`src/rtl/ddr_xmr_pkg.sv`:
```
package ddr_xmr_pkg;
  typedef enum logic [2:0] {
    CMD_NOP = 3'd0,
    CMD_MRS = 3'd1,
    CMD_ACT = 3'd2,
    CMD_PRE = 3'd3,
    CMD_RD  = 3'd4,
    CMD_WR  = 3'd5,
    CMD_SRE = 3'd6,
    CMD_SRX = 3'd7
  } xmr_cmd_e;
endpackage

```
`src/rtl/xmr_bank_track.sv`:
```
module xmr_bank_track #(
  parameter int BA_W     = 2,
  parameter int ADDR_W   = 13,
  parameter int PALL_BIT = 10
) (
  input  logic                  clk,
  input  logic                  rst_n,
  input  logic                  upd_en,
  input  ddr_xmr_pkg::xmr_cmd_e cmd,
  input  logic [BA_W-1:0]       ba,
  input  logic [ADDR_W-1:0]     addr,
  output logic                  all_idle
);
  import ddr_xmr_pkg::*;
  localparam int NBANK = 1 << BA_W;

  logic [NBANK-1:0] open_q;

  generate
    for (genvar b = 0; b < NBANK; b++) begin : g_bank
      logic hit, set_b, clr_b, nxt, en;
      assign hit   = (ba == BA_W'(b));
      assign set_b = upd_en && (cmd == CMD_ACT) && hit;
      assign clr_b = upd_en && (cmd == CMD_PRE) && (hit || addr[PALL_BIT]);
      assign en    = set_b || clr_b;
      always_comb begin
        nxt = open_q[b];
        if (set_b)      nxt = 1'b1;
        else if (clr_b) nxt = 1'b0;
      end
      always_ff @(posedge clk or negedge rst_n) begin
        if (!rst_n)  open_q[b] <= 1'b0;
        else if (en) open_q[b] <= nxt;
      end
    end
  endgenerate

  assign all_idle = ~|open_q;

  assert_pall_clears_R3: assert property (@(posedge clk) disable iff (!rst_n)
    (upd_en && cmd == CMD_PRE && addr[PALL_BIT]) |=> all_idle);
endmodule

```
`src/rtl/xmr_window.sv`:
```
module xmr_window #(
  parameter int CNT_W   = 8,
  parameter int RST_VAL = 0
) (
  input  logic             clk,
  input  logic             rst_n,
  input  logic             load_i,
  input  logic [CNT_W-1:0] load_val_i,
  output logic             open_o
);
  logic [CNT_W-1:0] cnt_q, cnt_d;
  logic             cnt_en;

  assign open_o = (cnt_q != '0);
  assign cnt_en = load_i || open_o;

  always_comb begin
    cnt_d = cnt_q;
    if (load_i)      cnt_d = load_val_i;
    else if (open_o) cnt_d = cnt_q - 1'b1;
  end

  always_ff @(posedge clk or negedge rst_n) begin
    if (!rst_n)      cnt_q <= CNT_W'(RST_VAL);
    else if (cnt_en) cnt_q <= cnt_d;
  end

  assert_window_steps_R5: assert property (@(posedge clk) disable iff (!rst_n)
    (!load_i && open_o) |=> (cnt_q == $past(cnt_q) - 1'b1));
  assert_window_holds_R4: assert property (@(posedge clk) disable iff (!rst_n)
    (!load_i && !open_o) |=> !open_o);
endmodule

```
`src/rtl/xmr_gate.sv`:
```
module xmr_gate (
  input  ddr_xmr_pkg::xmr_cmd_e cmd,
  input  logic                  is_ext,
  input  logic                  banks_idle,
  input  logic                  in_sr,
  input  logic                  rd_open,
  input  logic                  nrd_open,
  input  logic                  dll_off,
  output logic                  accept,
  output logic                  viol
);
  import ddr_xmr_pkg::*;
  logic blocked;

  always_comb begin
    blocked = 1'b0;
    if (in_sr) begin
      blocked = (cmd != CMD_SRX);
    end else begin
      unique case (cmd)
        CMD_NOP: blocked = 1'b0;
        CMD_SRX: blocked = 1'b1;
        CMD_RD:  blocked = rd_open && !dll_off;
        CMD_MRS: blocked = nrd_open || (is_ext && !banks_idle);
        CMD_SRE: blocked = nrd_open || !banks_idle;
        default: blocked = nrd_open;
      endcase
    end
  end

  assign accept = (cmd != CMD_NOP) && !blocked;
  assign viol   = (cmd != CMD_NOP) && blocked;
endmodule

```
`src/rtl/xmr_ext_reg.sv`:
```
module xmr_ext_reg (
  input  logic       clk,
  input  logic       rst_n,
  input  logic       wr_en,
  input  logic [2:0] wr_bits,
  output logic       dll_off,
  output logic       drv_half,
  output logic       iso_en
);
  logic [2:0] bits_q, bits_d;

  always_comb begin
    bits_d = bits_q;
    if (wr_en) bits_d = wr_bits;
  end

  always_ff @(posedge clk or negedge rst_n) begin
    if (!rst_n)     bits_q <= 3'b000;
    else if (wr_en) bits_q <= bits_d;
  end

  assign dll_off  = bits_q[0];
  assign drv_half = bits_q[1];
  assign iso_en   = bits_q[2];
endmodule

```
`src/rtl/ddr_xmr_guard.sv`:
```
module ddr_xmr_guard #(
  parameter int BA_W     = 2,
  parameter int ADDR_W   = 13,
  parameter int PALL_BIT = 10,
  parameter int RD_WAIT  = 200,
  parameter int MRD_WAIT = 2,
  parameter int SRX_WAIT = 10
) (
  input  logic              clk,
  input  logic              rst_n,
  input  logic [2:0]        cmd_i,
  input  logic [BA_W-1:0]   ba_i,
  input  logic [ADDR_W-1:0] addr_i,
  output logic              dll_off_o,
  output logic              drv_half_o,
  output logic              iso_en_o,
  output logic              dll_on_o,
  output logic              rd_ok_o,
  output logic              nrd_ok_o,
  output logic              viol_o,
  output logic              fwd_vld_o,
  output logic [2:0]        fwd_cmd_o,
  output logic [BA_W-1:0]   fwd_ba_o,
  output logic [ADDR_W-1:0] fwd_addr_o
);
  import ddr_xmr_pkg::*;
  localparam int              CNT_W  = $clog2(RD_WAIT + 1);
  localparam logic [BA_W-1:0] EXT_BA = BA_W'(1);

  xmr_cmd_e cmd_e;
  logic     is_ext, banks_idle, in_sr_q, in_sr_d;
  logic     rd_open, nrd_open, accept, viol;
  logic     ext_wr, mrs_en_evt, srx_evt, win_load;
  logic [CNT_W-1:0] nrd_val;

  assign cmd_e  = xmr_cmd_e'(cmd_i);
  assign is_ext = (ba_i == EXT_BA);

  xmr_bank_track #(.BA_W(BA_W), .ADDR_W(ADDR_W), .PALL_BIT(PALL_BIT)) u_banks (
    .clk(clk), .rst_n(rst_n), .upd_en(accept), .cmd(cmd_e),
    .ba(ba_i), .addr(addr_i), .all_idle(banks_idle)
  );

  xmr_gate u_gate (
    .cmd(cmd_e), .is_ext(is_ext), .banks_idle(banks_idle), .in_sr(in_sr_q),
    .rd_open(rd_open), .nrd_open(nrd_open), .dll_off(dll_off_o),
    .accept(accept), .viol(viol)
  );

  assign ext_wr     = accept && (cmd_e == CMD_MRS) && is_ext;
  assign mrs_en_evt = ext_wr && !addr_i[0] && dll_off_o;
  assign srx_evt    = accept && (cmd_e == CMD_SRX) && !dll_off_o;
  assign win_load   = mrs_en_evt || srx_evt;
  assign nrd_val    = srx_evt ? CNT_W'(SRX_WAIT - 1) : CNT_W'(MRD_WAIT - 1);

  xmr_ext_reg u_reg (
    .clk(clk), .rst_n(rst_n), .wr_en(ext_wr), .wr_bits(addr_i[2:0]),
    .dll_off(dll_off_o), .drv_half(drv_half_o), .iso_en(iso_en_o)
  );

  xmr_window #(.CNT_W(CNT_W), .RST_VAL(RD_WAIT - 1)) u_rd_win (
    .clk(clk), .rst_n(rst_n), .load_i(win_load),
    .load_val_i(CNT_W'(RD_WAIT - 1)), .open_o(rd_open)
  );

  xmr_window #(.CNT_W(CNT_W), .RST_VAL(0)) u_nrd_win (
    .clk(clk), .rst_n(rst_n), .load_i(win_load),
    .load_val_i(nrd_val), .open_o(nrd_open)
  );

  // self-refresh state
  always_comb begin
    in_sr_d = in_sr_q;
    if (accept && cmd_e == CMD_SRE)      in_sr_d = 1'b1;
    else if (accept && cmd_e == CMD_SRX) in_sr_d = 1'b0;
  end

  always_ff @(posedge clk or negedge rst_n) begin
    if (!rst_n) in_sr_q <= 1'b0;
    else        in_sr_q <= in_sr_d;
  end

  assign dll_on_o = !in_sr_q && !dll_off_o;
  assign rd_ok_o  = !in_sr_q && (dll_off_o || !rd_open);
  assign nrd_ok_o = !in_sr_q && !nrd_open;

  // forwarding stage
  logic              vld_d, viol_d;
  logic [2:0]        fcmd_d;
  logic [BA_W-1:0]   fba_d;
  logic [ADDR_W-1:0] faddr_d;

  always_comb begin
    vld_d   = accept;
    viol_d  = viol;
    fcmd_d  = accept ? cmd_i : 3'd0;
    fba_d   = accept ? ba_i : '0;
    faddr_d = accept ? addr_i : '0;
  end

  always_ff @(posedge clk or negedge rst_n) begin
    if (!rst_n) begin
      fwd_vld_o  <= 1'b0;
      viol_o     <= 1'b0;
      fwd_cmd_o  <= 3'd0;
      fwd_ba_o   <= '0;
      fwd_addr_o <= '0;
    end else begin
      fwd_vld_o  <= vld_d;
      viol_o     <= viol_d;
      fwd_cmd_o  <= fcmd_d;
      fwd_ba_o   <= fba_d;
      fwd_addr_o <= faddr_d;
    end
  end

  assert_ext_busy_R3: assert property (@(posedge clk) disable iff (!rst_n)
    (cmd_e == CMD_MRS && is_ext && !banks_idle) |=> viol_o);
  assert_rd_window_R5: assert property (@(posedge clk) disable iff (!rst_n)
    (fwd_vld_o && fwd_cmd_o == 3'd4) |-> $past(rd_ok_o));
  assert_sr_block_R6: assert property (@(posedge clk) disable iff (!rst_n)
    (in_sr_q && cmd_e inside {CMD_MRS, CMD_ACT, CMD_PRE, CMD_RD, CMD_WR}) |=> viol_o);
  assert_no_fwd_on_viol_R9: assert property (@(posedge clk) disable iff (!rst_n)
    viol_o |-> !fwd_vld_o);
  assert_sre_idle_R10: assert property (@(posedge clk) disable iff (!rst_n)
    $rose(in_sr_q) |-> $past(banks_idle));
endmodule

```
`config.mk`:
```
export PLATFORM = sky130hd
export DESIGN_NAME = ddr_xmr_guard
export DESIGN_NICKNAME = d
export VERILOG_FILES = /design/src/rtl/ddr_xmr_pkg.sv /design/src/rtl/xmr_bank_track.sv /design/src/rtl/xmr_window.sv /design/src/rtl/xmr_gate.sv /design/src/rtl/xmr_ext_reg.sv /design/src/rtl/ddr_xmr_guard.sv
export SDC_FILE = /design/constraint.sdc
export NUM_CORES = 1
export LEC_CHECK = 0
export BUFFER_PORTS_ARGS = -buffer_cell sky130_fd_sc_hd__buf_2
export CORE_MARGIN = 5
export CORE_UTILIZATION = 45
export CTS_CLUSTER_SIZE = 10
export DETAILED_ROUTE_END_ITERATION = 12
export GPL_TIMING_DRIVEN = 0
export PLACE_DENSITY = 0.74
export SLEW_MARGIN = 5
export SYNTH_ARGS = -nofsm -noshare
export SYNTH_HDL_FRONTEND = slang
export SYNTH_SLANG_ARGS = --single-unit
export TNS_END_PERCENT = 5
```
`constraint.sdc`:
```
create_clock -name clk -period 2.1 [get_ports clk]
set_input_delay 0.105 -clock clk [delete_from_list [all_inputs] [get_ports clk]]
set_output_delay 0.105 -clock clk [all_outputs]
set_load 0.02 [all_outputs]
```
==> run metrics <==
status finished, final reports clean; Rel. slew slack 36.8%; RD Place Congestion 0.846; VDD IR-drop max 0.479 mV; Worst-Margin Slew 0.948 ns; Pre-Repair DR Iteration Count 4; Arr. time, crit path 2.31 ns; setup repair after global routing missed its margin true; Post-synth top flop dfrtp_1; detailed-route wire length 5.76 mm; Seq/Total Area, Yosys 46.3%; HPWL Detailed 3.72 mm; clock latency on the worst-skew pair 0.30 ns; Tmin final 2.09 ns; gr usage total 16.6%; H-tree depth 2; Synth top cells by count dfrtp_1, nand2_1, nand3_1; total CTS buffers 5; initial drt markers 82; Ys Warns 0; ys async rst share 100%; P_leak 0.00141 uW; die area 6870 um^2; Root Driver clkbuf_8; placed cell count 357; IO buf count 44; R2R Setup Slk 0.01 ns; Cell Pwr Density 1030 nW/um^2; Num Clock Sinks 44; slowest stage delay, CP 0.47 ns; Hold Path Class primary input to register; final period utilization 99.3%; Synth top area share 40.8%; Syn Nets 266; Final Instance Count excl. Fillers 375; pins over their slew limit 0; layout cells sized above 1 35.7%; final antenna-violating net count 0; initial antenna violation count 0; critical path type register to register; sequential cell area 1110 um^2; cell taking the most area after synthesis dfrtp_1; fin util 59.0%; Worst setup SP type register; max cap viols 0; Final setup viols 0; routed len/inst 15.3 um; CTS tree built; number of remaining DRC errors 0; Achievable Freq 479 MHz; die width 82.9 um; Layout Area Growth over Synthesis 26.8%; Critical Path Sink Type register; Fin Clk Skew 0.00836 ns; CP max FO 5; initial core utilization 46.5%; Hold Crit Start addr_i[7]; CP Cell Sequence inv_2 > ha_4 > or4b_4 > buf_6 > o2111ai_4 > o211ai_4 > clkbuf_16 > o21ai_2; final instance area 3030 um^2; Worst EP required 2.33 ns; most common cell in the netlist dfrtp_1; # rows 26; ANT cells 0; Worst path slowest cell or4b_4; total power draw 3120 uW; Worst-path clk slew 0.09 ns; largest net degree at the start of global routing 45; number of fill cells 466; grt ovf 0; clk buf depth 2; Worst R2R Start u_rd_win.cnt_q[0]; DR vias 2078; start point of the critical path u_rd_win.cnt_q[0]; number of global-route vias before repair 1949; Placed Area 2700 um^2; WHS 0.0179 ns; Mapped Area 2390 um^2; syn avg cell area 9.84 um^2; I/O Pins 46; Post-synth EDFFs 0; Die Ht 82.9 um; multi-input combinational cell area 1290 um^2; final hold vios 0; cells after synthesis 243; synthesized flop and latch total 44; post-synth cell types 47; global-route wire length before repair 9.52 mm; final net count 327; synth top area cells dfrtp_1, dfstp_2, nand3_1, nand2_1, o21ai_2; core box area 5140 um^2; vias per cell 5.54
## worst paths after layout
check,endpoint,depth (start not counted)
hold reg to reg,u_reg.bits_q[2],1
setup / recovery,fwd_addr_o[5],8
max in group asynchronous,u_banks.open_q[0],2
hold / removal,fwd_addr_o[7],3
min in group asynchronous,viol_o,2
setup reg to reg,fwd_addr_o[5],8
## cells in the final DEF, fill, tap and decap left out, types with 4 or more instances in the layout
cell type and count:
nand2_1 24, a21oi_1 10, and3_1 4, nor3_1 6, o21ai_0 5, nor2_1 18
nand3_1 23, buf_2 46, o21ai_2 12, nand2b_1 4, buf_4 5, clkbuf_8 6
dfrtp_1 39, dfstp_2 5, inv_1 10, or3_1 6, o31ai_1 4, inv_2 4
clkbuf_1 6
## critical path: cells and delay by family, from the launching register on
kind | cells | cell delay, ns
adders and majority gates | 1 | 0.14
buffers and inverters | 3 | 0.43
DFF | 1 | 0.39
and+or+nand+nor | 1 | 0.47
AOI/OAI and AO/OA | 3 | 0.57
## registers in the layout, summed over array words and instances (netlist names)
signal / count
fwd_addr_o: 13
viol_o: 1
u_banks.open_q: 4
in_sr_q: 1
fwd_vld_o: 1
u_nrd_win.cnt_q: 8
u_rd_win.cnt_q: 8
u_reg.bits_q: 3
fwd_ba_o: 2
fwd_cmd_o: 3
## stage by stage
stage,setup WS (ns),TNS (ns)
finish,0.0145,0
global route,-0.0435,-0.346
CTS,-0.00166,-0.00166
global placement,-0.0967,-0.334
detailed placement,-0.0814,-0.266
floorplan,0.152,0
## power by group
part	internal [uW]	leakage (uW)	switching [uW]
sequential	1080	0.000546	215
combinational	523	0.000799	618
clock	389	0.0000614	300
total	1990	0.00141	1130
## timing repair
item | CTS | global route
cloned | 1 | 1
buffers inserted | 4 | 3
endpoints found under the setup margin | 23 | 30
pin swaps | 6 | 10
hold buffers | 1 | 0
endpoints found under the hold margin | 39 | 0
resized for setup | 15 | 18
## cell families (layout without fill, tap and decap cells)
kind of cell	after synthesis	count (layout)	synth area share, %
XOR/XNOR	4	4	1.46
multiplexers	6	6	2.67
AO/OA/AOI/OAI	56	57	19.9
flip-flops	44	44	46.3
buffers and inverters	25	86	4.39
AND/OR/NAND/NOR	105	105	23.7
adder cells (fa/ha/maj)	3	3	1.57
## layout make-up
| cell class | count | share of cell area, % |
|---|---|---|
| Clock inverter | 2 | 1.28 |
| Timing Repair Buffer | 53 | 10.6 |
| Buffer | 11 | 1.90 |
| Tap cell | 70 | 2.89 |
| Clock buffer | 6 | 2.72 |
| Inverter | 14 | 1.73 |
| Sequential cell | 44 | 36.5 |
| Multi-Input combinational cell | 175 | 42.4 |
## per-layer routing
layer	part of all wire [%]	GRT usage (%)	vias to the layer above	wire, um
li1	-	-	1002	-
met1	47	23.2	1032	2690
met2	49	25.7	39	2800
met3	3.7	3.66	5	213
met4	0.99	5.35	0	57
met5	0	0	-	0
Note: power is estimated with default switching activity, not from simulation.
